$ cat src/rtl/audclk_master.sv
`timescale 1ns/1ps
module audclk_master #(
  parameter int PWRUP_CYC = 1024,
  parameter int SLOT_BITS = 32
) (
  input  logic mclk,
  input  logic rst_n,
  input  logic wclk_strap_in,
  input  logic bclk_strap_in,
  input  logic mclk_fast,
  output logic bclk_out,
  output logic bclk_oe,
  output logic wclk_out,
  output logic wclk_oe,
  output logic frame_start
);
  localparam int PW = $clog2(PWRUP_CYC + 1);
  localparam int SW = $clog2(SLOT_BITS);
  localparam logic [PW-1:0] P_LAST = PW'(PWRUP_CYC - 1);
  localparam logic [SW-1:0] S_LAST = SW'(SLOT_BITS - 1);

  logic [PW-1:0] pcnt;
  logic [SW-1:0] bcnt;
  logic [3:0]    div, dcnt, half;
  logic          run, bclk_q, wclk_q, bclk_n, wclk_n, fs_q, odd, fall;

  function automatic logic [3:0] pick_div(input logic dbl, input logic fam3, input logic fast);
    logic [3:0] d;
    d = fam3 ? 4'd3 : 4'd2;
    if (!dbl) d = d << 1;
    if (fast) d = d << 1;
    return d;
  endfunction

  assign half = div >> 1;
  assign odd  = div[0];
  assign fall = run && (dcnt == half);

  always_ff @(posedge mclk or negedge rst_n) begin
    if (!rst_n) begin
      pcnt <= '0; run <= 1'b0; div <= 4'd2; dcnt <= '0; bcnt <= '0;
      bclk_q <= 1'b0; wclk_q <= 1'b0; fs_q <= 1'b0;
    end else if (!run) begin
      pcnt <= pcnt + 1'b1;
      if (pcnt == P_LAST) begin
        run <= 1'b1;
        div <= pick_div(wclk_strap_in, bclk_strap_in, mclk_fast);
      end
    end else begin
      dcnt   <= (dcnt == div - 1'b1) ? 4'd0 : dcnt + 1'b1;
      bclk_q <= dcnt < half;
      fs_q   <= fall && (bcnt == S_LAST) && wclk_q;
      if (fall) begin
        bcnt <= (bcnt == S_LAST) ? '0 : bcnt + 1'b1;
        if (bcnt == S_LAST) wclk_q <= ~wclk_q;
      end
    end
  end

  always_ff @(negedge mclk or negedge rst_n) begin
    if (!rst_n) begin
      bclk_n <= 1'b0; wclk_n <= 1'b0;
    end else begin
      bclk_n <= bclk_q; wclk_n <= wclk_q;
    end
  end

  assign bclk_out    = bclk_q | (odd & bclk_n);
  assign wclk_out    = odd ? wclk_n : wclk_q;
  assign bclk_oe     = run;
  assign wclk_oe     = run;
  assign frame_start = fs_q;

  AST_QUIET_BEFORE_RUN: assert property (@(posedge mclk) disable iff (!rst_n)
    !run |-> (!bclk_q && !wclk_q && !fs_q));
  AST_OE_STICKY: assert property (@(posedge mclk) disable iff (!rst_n)
    $past(run) |-> run);
  AST_CFG_FROZEN: assert property (@(posedge mclk) disable iff (!rst_n)
    (run && $past(run)) |-> $stable(div));
  AST_DCNT_RANGE: assert property (@(posedge mclk) disable iff (!rst_n)
    run |-> (dcnt < div));
  AST_WCLK_ON_FALL: assert property (@(posedge mclk) disable iff (!rst_n)
    !$stable(wclk_q) |-> $fell(bclk_q));
  AST_FS_AT_LOW: assert property (@(posedge mclk) disable iff (!rst_n)
    fs_q |-> $fell(wclk_q));
endmodule

$ cat config.mk
export PLATFORM = sky130hd
export DESIGN_NAME = audclk_master
export DESIGN_NICKNAME = d
export VERILOG_FILES = /design/src/rtl/audclk_master.sv
export SDC_FILE = /design/constraint.sdc
export NUM_CORES = 1
export LEC_CHECK = 0
export BUFFER_PORTS_ARGS = -buffer_cell sky130_fd_sc_hd__buf_4
export CAP_MARGIN = 20
export CORE_MARGIN = 2
export CORE_UTILIZATION = 35
export CTS_CLUSTER_DIAMETER = 50
export DETAILED_ROUTE_END_ITERATION = 7
export GPL_TIMING_DRIVEN = 1
export PLACE_DENSITY = 0.53
export SETUP_SLACK_MARGIN = 0.4
export SLEW_MARGIN = 20
export SYNTH_ARGS = -nofsm -noshare
export SYNTH_HDL_FRONTEND = slang
export SYNTH_SLANG_ARGS = --single-unit
export TNS_END_PERCENT = 20
$ cat constraint.sdc
create_clock -name mclk -period 1.7 [get_ports mclk]
set_input_delay 0.085 -clock mclk [delete_from_list [all_inputs] [get_ports mclk]]
set_output_delay 0.085 -clock mclk [all_outputs]
set_load 0.01 [all_outputs]
==> insert_results.sql, run 1 <==
INSERT INTO impl_metrics (metric_group, metric, value, unit) VALUES
('status', 'result_of_the_run', 'complete, but fails checks', ''),
('status', 'failed_checks', 'setup timing', ''),
('worst_setup_path', 'worst_ep_required_time', '1620', 'ps'),
('placed_design', 'globalplace.congestion', '0.729', ''),
('worst_setup_path', 'worstPathMaxFanout', '1', ''),
('finish', 'register_area', '756', 'um^2'),
('synthesis', 'synth_seq_area_share', '0.491', ''),
('synthesis', 'largest_family_of_logic_cells_by_synthesized_area', 'simple AND/OR/NAND/NOR gates', ''),
('floorplan', 'core-area', '0.00429', 'mm^2'),
('sta', 'report.final.hold_viol_count', '0', ''),
('worst_setup_path', 'r2r_start', 'div[1]', ''),
('sta', 'final-setup-viol-count', '2', ''),
('cts', 'max-clock-path-buffers', '2', ''),
('cts', 'numCtsBuffers', '5', ''),
('synthesis', 'synth_top_area_share', '0.442', ''),
('placed_design', 'place_hpwl', '2050', 'um'),
('power', 'powerDensity', '623', 'mW/mm^2'),
('worst_setup_path', 'critical_path_source', 'wclk_n', ''),
('worst_setup_path', 'timing_worst_setup_path_type', 'reg -> out', ''),
('finish', 'post-route-cell-area', '0.00208', 'mm^2'),
('detailed_routing', 'wire_per_inst', '14.1', 'um'),
('finish', 'antenna_cells_inserted', '0', ''),
('finish', 'finish.net_count', '183', ''),
('power', 'leakagePower', '0.949', 'nW'),
('finish', 'layout-area-overhead-vs-synth', '35.7', '%'),
('power', 'ir_drop', '0.311', 'mV'),
('synthesis', 'synth_nets', '150', ''),
('cts', 'worstSkewPairLatency', '280', 'ps'),
('placed_design', 'place_inst', '204', ''),
('synthesis', 'adder_and_majority_gate_portion_of_the_synthesized_area', '0.0720', ''),
('placed_design', 'place_area', '0.00175', 'mm^2'),
('synthesis', 'ys.flop_type', 'sky130_fd_sc_hd__dfrtp_1', ''),
('flow_run', 'maxCapViolCount', '0', ''),
('synthesis', 'synth.mux.area_fraction', '0.0556', ''),
('detailed_routing', 'vias', '1134', ''),
('synthesis', 'yosysMostFrequentCell', 'sky130_fd_sc_hd__dfrtp_1', ''),
('floorplan', 'io_pins', '10', ''),
('cts', 'worst_setup_hold_path_clk_slew', '60', 'ps'),
('placed_design', 'placement_stage_worst_setup_slack', '62.2', 'ps'),
('synthesis', 'syn-instance-count', '137', ''),
('detailed_routing', 'drt.antenna.violating_nets', '0', ''),
('grt', 'grt_max_degree', '18', ''),
('synthesis', 'share_of_synthesized_cell_area_in_and_or_nand_and_nor_gates', '0.186', ''),
('cts', 'tritoncts', 'done', ''),
('grt', 'global_route_wire_length_before_repair', '5400', 'um'),
('synthesis', 'synth_commonest_cells', 'sky130_fd_sc_hd__dfrtp_1 (27), sky130_fd_sc_hd__nand2_1 (15), sky130_fd_sc_hd__xnor2_1 (9)', ''),
('detailed_routing', 'avgViaCountPerCell', '5.09', ''),
('synthesis', 'synth_compound_area_frac', '0.0646', ''),
('floorplan', 'chipHeight', '70.1', 'um'),
('synthesis', 'number_of_enable_flip_flop_cells_after_synthesis', '0', ''),
('cts', 'cts.sinks', '30', ''),
('finish', 'final_cells', '223', ''),
('placed_design', 'io_buffers', '9', ''),
('synthesis', 'synth_warnings', '0', ''),
('worst_setup_path', 'startpoint_type', 'register', ''),
('finish', 'multi_input_area', '920', 'um^2'),
('grt', 'globalRouteTotalUtil', '0.141', ''),
('sta', 'slew_headroom', '0.643', ''),
('finish', 'fillerInstances', '399', ''),
('synthesis', 'post_synth_main_area_contributors', 'sky130_fd_sc_hd__dfrtp_1 (44%), sky130_fd_sc_hd__ha_1 (6.5%), sky130_fd_sc_hd__xnor2_1 (5.2%), sky130_fd_sc_hd__nand2_1 (3.7%), sky130_fd_sc_hd__xor2_1 (3.4%)', ''),
('min_path', 'holdCritStartpoint', 'mclk_fast', ''),
('finish', 'fin_util', '0.484', ''),
('detailed_routing', 'wirelength', '3140', 'um'),
('min_path', 'hold_path_class', 'in -> reg', ''),
('sta', 'setup_ws', '-225', 'ps'),
('sta', 'fin_skew', '9.38', 'ps'),
('cts', 'cts_max_level', '2', ''),
('synthesis', 'syn-mean-instance-area', '11.2', 'um^2'),
('finish', 'final_layout_size_suffix_gt1_frac', '0.433', ''),
('sta', 'rsz0062_at_grt', 'true', ''),
('worst_setup_path', 'arrival_time_of_the_worst_setup_path', '1840', 'ps');
[layer usage]
metal	GRT usage	vias to the layer above	part of all wire
met5	0	-	0
met4	0.0662	0	0.016
met3	0.0433	7	0.026
met2	0.231	15	0.52
met1	0.168	573	0.43
li1	-	539	-
[cell families (layout without fill, tap and decap cells)]
| logic type | after synthesis | in the layout |
|---|---|---|
| flip-flops | 30 | 30 |
| adder cells (fa/ha/maj) | 9 | 9 |
| XOR/XNOR | 16 | 16 |
| buffers and inverters | 10 | 44 |
| multiplexers | 8 | 8 |
| AND/OR/NAND/NOR | 49 | 49 |
| AO/OA/AOI/OAI | 15 | 15 |
[what timing repair did]
item | CTS | global route
hold endpoints to repair | 28 | 0
resized for setup | 21 | 20
pin swaps | 20 | 27
setup endpoints to repair | 24 | 26
hold buffers | 1 | 0
buffers inserted | 9 | 1
[report_power, final]
part / switching, W / internal [W] / total, W
combinational: 0.0000211 / 0.0000124 / 0.0000335
sequential: 0 / 0.000714 / 0.000714
clock: 0.000257 / 0.000290 / 0.000547
[final cells by class]
cell class,instances,area share
sequential,30,0.364
clock buffer,8,0.0386
multi-input combinational,97,0.443
inverter,8,0.0157
tap,52,0.0313
timing repair buffer,28,0.108
[placed cells by master, fill, tap and decap left out, types with 2 or more instances in the layout]
master                     synthesis  final
sky130_fd_sc_hd__dfrtp_2           0      3
sky130_fd_sc_hd__mux2_4            0      3
sky130_fd_sc_hd__and3_4            1      2
sky130_fd_sc_hd__clkbuf_1          0      3
sky130_fd_sc_hd__nand4_1           2      2
sky130_fd_sc_hd__dfrtp_1          27     24
sky130_fd_sc_hd__dfrtn_1           2      2
sky130_fd_sc_hd__xnor2_1           9      9
sky130_fd_sc_hd__nor3_2            0      3
sky130_fd_sc_hd__xor2_1            6      5
sky130_fd_sc_hd__ha_1              8      2
sky130_fd_sc_hd__nand2_2           0      3
sky130_fd_sc_hd__nand3_1           4      3
sky130_fd_sc_hd__clkbuf_8          0      5
sky130_fd_sc_hd__a21oi_1           3      2
sky130_fd_sc_hd__inv_2             0      2
sky130_fd_sc_hd__nor3_1            7      3
sky130_fd_sc_hd__a32o_1            2      2
sky130_fd_sc_hd__o21ai_1           0      2
sky130_fd_sc_hd__inv_1             8      5
sky130_fd_sc_hd__mux2i_1           4      4
sky130_fd_sc_hd__nor2_1            6      4
sky130_fd_sc_hd__buf_6             0      3
sky130_fd_sc_hd__nand2_1          15     12
sky130_fd_sc_hd__buf_4             2     24
sky130_fd_sc_hd__and3_1            3      2
sky130_fd_sc_hd__a21o_1            3      3
sky130_fd_sc_hd__ha_4              0      5
sky130_fd_sc_hd__o21ai_2           0      2
[path summary, 6_finish.rpt]
path                       endpoint  depth (start not counted)
max                        wclk_out                          2
min                          div[3]                          3
max reg2reg                 dcnt[3]                          6
min reg2reg                 pcnt[9]                          1
max in group asynchronous    wclk_n                          2
min in group asynchronous    div[3]                          2
[flip-flops by register name, summed over array words and instances, names as in the netlist]
| register | cells |
|---|---|
| bclk_n | 1 |
| bclk_oe | 1 |
| bclk_q | 1 |
| bcnt | 5 |
| dcnt | 4 |
| div | 4 |
| frame_start | 1 |
| pcnt | 11 |
| wclk_n | 1 |
| wclk_q | 1 |
[per-stage QoR]
stage	TNS (ps)	hold WS, ps	total power, W
floorplan	0	-211	0.000733
global placement	0	-52.5	0.000759
detailed placement	0	-49.8	0.000760
CTS	-385	75.4	0.00132
global route	-408	87.3	0.00136
finish	-352	80.1	0.00129
[critical path, stage by stage (launching register included)]
cell	delay, ps
sky130_fd_sc_hd__dfrtn_1	330
sky130_fd_sc_hd__mux2_4	260
sky130_fd_sc_hd__buf_6	120
Note: power is estimated with default switching activity, not from simulation.
==> run 2: changes to the inputs <==
--- a/config.mk
+++ b/config.mk
@@ -5,6 +5,7 @@
 export SDC_FILE = /design/constraint.sdc
 export NUM_CORES = 1
 export LEC_CHECK = 0
+export ABC_AREA = 1
 export BUFFER_PORTS_ARGS = -buffer_cell sky130_fd_sc_hd__buf_4
 export CAP_MARGIN = 20
 export CORE_MARGIN = 2
==> run 2 against run 1 <==
Area after synthesis rose by 3.5%. Clock-buffer cell count fell by 1. The run still ends with setup timing left. Global-route usage barely moved. Sequential power rose by 1%. Largest cell class unchanged. Final area fell by 4.0%.
==> insert_results.sql, run 2 <==
INSERT INTO impl_metrics (metric_group, metric, value, unit) VALUES
('status', 'result_of_the_run', 'complete, but fails checks', ''),
('status', 'failed_checks', 'setup timing', ''),
('cts', 'cts.sinks', '30', ''),
('floorplan', 'io_pins', '10', ''),
('min_path', 'worstHoldPathCells', '4', ''),
('sta', 'worst_margin_slew', '239', 'ps'),
('detailed_routing', 'dr.pass1.iters', '4', ''),
('synthesis', 'adder_and_majority_gate_portion_of_the_synthesized_area', '0.0632', ''),
('grt', 'overflow', '0', ''),
('synthesis', 'synth_warnings', '0', ''),
('sta', 'rsz0062_at_grt', 'true', ''),
('synthesis', 'yosysMostFrequentCell', 'sky130_fd_sc_hd__nand2_1', ''),
('power', 'part_of_the_power_in_combinational_logic', '0.049', ''),
('worst_setup_path', 'critical_path.top_delay_family', 'flip-flops', ''),
('power', 'net-switching-power', '0.000302', 'W'),
('synthesis', 'largest_family_of_logic_cells_by_synthesized_area', 'simple AND/OR/NAND/NOR gates', ''),
('finish', 'final_cells', '265', ''),
('worst_setup_path', 'worst_path_max_delay_cell', 'sky130_fd_sc_hd__dfrtn_1', ''),
('grt', 'globalRouteTotalUtil', '0.141', ''),
('synthesis', 'synth_seq_area_share', '0.475', ''),
('synthesis', 'syn-instance-count', '189', ''),
('worst_setup_path', 'worstPathMaxFanout', '1', ''),
('cts', 'clock-root-buffer', 'sky130_fd_sc_hd__clkbuf_8', ''),
('worst_setup_path', 'worstPathBufferInverterCount', '1', ''),
('power', 'post-layout-total-power', '0.00137', 'W'),
('synthesis', 'synth_commonest_cells', 'sky130_fd_sc_hd__nand2_1 (51), sky130_fd_sc_hd__inv_1 (28), sky130_fd_sc_hd__dfrtp_1 (27)', ''),
('floorplan', 'floorplan.die_area', '0.00508', 'mm^2'),
('finish', 'most-common-layout-cells', 'sky130_fd_sc_hd__nand2_1 (46), sky130_fd_sc_hd__dfrtp_1 (26), sky130_fd_sc_hd__inv_1 (24), sky130_fd_sc_hd__buf_4 (17)', ''),
('sta', 'final-setup-viol-count', '2', ''),
('synthesis', 'post_synth_main_area_contributors', 'sky130_fd_sc_hd__dfrtp_1 (43%), sky130_fd_sc_hd__nand2_1 (12%), sky130_fd_sc_hd__inv_1 (6.6%), sky130_fd_sc_hd__ha_1 (6.3%), sky130_fd_sc_hd__xor2_1 (5.5%)', ''),
('finish', 'final_common_cell', 'sky130_fd_sc_hd__nand2_1', ''),
('placed_design', 'place_hpwl', '2150', 'um'),
('cts', 'max-clock-path-buffers', '2', ''),
('detailed_routing', 'drt.antenna.violating_nets', '0', ''),
('floorplan', 'die-width', '71.3', 'um'),
('placed_design', 'globalplace.congestion', '0.760', ''),
('worst_setup_path', 'path_cells', 'nand2_1 -> o21ai_2 -> buf_4', ''),
('finish', 'post-route-cell-area', '0.00199', 'mm^2'),
('worst_setup_path', 'reg2reg_depth', '8', ''),
('finish', 'fillerInstances', '428', ''),
('sta', 'slew_violations', '0', ''),
('synthesis', 'leading_area_contributor_after_synthesis', 'sky130_fd_sc_hd__dfrtp_1', ''),
('power', 'ir_drop', '0.388', 'mV'),
('power', 'cell_internal_pwr', '0.00107', 'W'),
('floorplan', 'core-area', '0.00435', 'mm^2'),
('synthesis', 'syn-mean-instance-area', '8.38', 'um^2'),
('worst_setup_path', 'critPathCaptureType', 'output pin', ''),
('worst_setup_path', 'timing.critical_path.slowest_cell_delay', '380', 'ps'),
('finish', 'layout-area-overhead-vs-synth', '25.9', '%'),
('sta', 'setup_ws', '-124', 'ps'),
('detailed_routing', 'wirelength', '3050', 'um'),
('synthesis', 'syn-cell-area', '0.00158', 'mm^2'),
('synthesis', 'synth_cell_types', '26', ''),
('power', 'switching_share', '0.220', ''),
('finish', 'final_layout_size_suffix_gt1_frac', '0.282', ''),
('detailed_routing', 'vias', '1196', ''),
('worst_setup_path', 'worst_ep_required_time', '1620', 'ps'),
('synthesis', 'share_of_synthesized_cell_area_in_and_or_nand_and_nor_gates', '0.239', ''),
('synthesis', 'number_of_enable_flip_flop_cells_after_synthesis', '0', ''),
('flow_run', 'maxCapViolCount', '0', ''),
('cts', 'numCtsBuffers', '5', ''),
('worst_setup_path', 'startpoint_type', 'register', ''),
('worst_setup_path', 'cp_num_cells', '3', ''),
('worst_setup_path', 'arrival_time_of_the_worst_setup_path', '1740', 'ps'),
('floorplan', 'chipHeight', '71.3', 'um'),
('power', 'leakagePower', '0.989', 'nW'),
('min_path', 'hold_path_class', 'in -> reg', ''),
('power', 'part_of_the_power_in_registers', '0.526', ''),
('power', 'powerDensity', '688', 'mW/mm^2'),
('finish', 'largest_register', 'pcnt', ''),
('sta', 'report.final.hold_viol_count', '0', ''),
('grt', 'grt_antenna_before_repair', '0', ''),
('synthesis', 'synth_nets', '202', ''),
('detailed_routing', 'drt_iter0_drc', '40', ''),
('synthesis', 'ys.flop_type', 'sky130_fd_sc_hd__dfrtp_1', ''),
('placed_design', 'io_buffers', '9', ''),
('cts', 'worstSkewPairLatency', '280', 'ps'),
('detailed_routing', 'wire_per_inst', '11.5', 'um'),
('placed_design', 'place_area', '0.00175', 'mm^2'),
('floorplan', 'floorplan.rows', '24', ''),
('grt', 'global_route_wire_length_before_repair', '5540', 'um'),
('cts', 'worst_setup_hold_path_clk_slew', '60', 'ps'),
('synthesis', 'synth_compound_area_frac', '0.0648', ''),
('sta', 'fin_skew', '10.3', 'ps'),
('detailed_routing', 'drc', '0', ''),
('synthesis', 'synth.mux.area_fraction', '0.00711', ''),
('cts', 'cts_max_level', '2', ''),
('finish', 'finish.net_count', '225', ''),
('synthesis', 'synth_top_area_share', '0.427', ''),
('finish', 'register_area', '753', 'um^2'),
('power', 'pwr-share-clk', '0.426', ''),
('cts', 'tritoncts', 'done', ''),
('synthesis', 'synth_xor_area_frac', '0.0664', ''),
('placed_design', 'place_inst', '254', ''),
('finish', 'antenna_cells_inserted', '0', ''),
('detailed_routing', 'avgViaCountPerCell', '4.51', ''),
('synthesis', 'ys_async_sr_fraction', '1.00', ''),
('grt', 'grt_max_degree', '20', ''),
('finish', 'largest_registers', 'pcnt: 11 flops, bcnt: 5 flops', ''),
('sta', 'slew_headroom', '0.841', ''),
('finish', 'max_ffs_per_register', '11', ''),
('finish', 'multi_input_area', '825', 'um^2'),
('floorplan', 'floorplan.initialDensity', '0.364', ''),
('worst_setup_path', 'timing_worst_setup_path_type', 'reg -> out', ''),
('grt', 'grt_pass1_vias', '1236', ''),
('synthesis', 'yosys_register_bits', '30', '');
-- run 2: cell types whose count changed in the layout (fill, tap and decap cells not counted), sizes merged, moves of 4 or more --
cell and delta:
buf -9, inv +21, mux2i -4, nand2 +39
nand3 +4, nor2 +10, nor3 -4, o21ai +8
xnor2 -7, xor2 +4
-- run 2: worst paths after layout --
check / from / slack (ps) / end
hold / removal: mclk_fast / 110 / div[0]
min in group asynchronous: rst_n / 190 / bcnt[0]
hold reg to reg: pcnt[10] / 480 / pcnt[10]
max in group asynchronous: rst_n / 580 / bclk_n
setup reg to reg: div[1] / 210 / dcnt[3]
setup / recovery: wclk_n / -120 / wclk_out
-- run 2: kinds of logic (layout without fill, tap and decap cells) --
| kind of cell | after synthesis | in the layout |
|---|---|---|
| fa+ha+maj | 8 | 8 |
| flops | 30 | 30 |
| mux | 1 | 1 |
| xor+xnor | 12 | 12 |
| compound gates | 20 | 20 |
| simple gates | 86 | 86 |
| buf+inv | 32 | 56 |
-- run 2: what timing repair did --
action	4_1_cts	5_1_grt
gates resized for setup	20	12
pin swaps	20	13
hold buffers	1	0
hold endpoints to repair	28	0
buffers inserted	0	2
endpoints found under the setup margin	20	23
-- run 2: per-layer routing --
metal  routed length, um  share of wire  track usage  vias to the layer above
met2                1430           0.47        0.220                       10
met1                1510           0.49        0.189                      550
met5                   0              0            0                        -
li1                    -              -            -                      632
met4                  33          0.011       0.0503                        0
met3                  76          0.025       0.0380                        4
-- run 2: area by class of cell --
cell class	instances	area share
Inverter	29	0.0558
Tap cell	52	0.0326
Sequential cell	30	0.378
Clock buffer	7	0.0433
Timing Repair Buffer	19	0.0747
Multi-Input combinational cell	127	0.413
Clock inverter	1	0.00251
-- run 2: metrics by stage --
step	worst slack, ps	utilization	setup TNS (ps)	hold WS, ps
global placement	162	0.403	0	-57.0
floorplan	269	-	0	-211
finish	-124	0.458	-222	106
CTS	-137	0.443	-246	101
detailed placement	167	0.403	0	-57.7
global route	-165	0.458	-293	122
-- run 2: power groups by stage --
stage	logic [W]	clock network [W]	registers [W]
2_1_floorplan	0.0000238	0	0.000734
3_3_place_gp	0.0000595	0	0.000733
3_5_place_dp	0.0000589	0	0.000733
4_1_cts	0.0000648	0.000599	0.000720
5_1_grt	0.0000790	0.000655	0.000720
6_report	0.0000670	0.000584	0.000721
-- run 2: tightest hold or removal path: cells and delay by family --
family,cells,cell delay (ps)
buffers and inverters,1,100
AO/OA/AOI/OAI,1,50
AND/OR/NAND/NOR,2,110
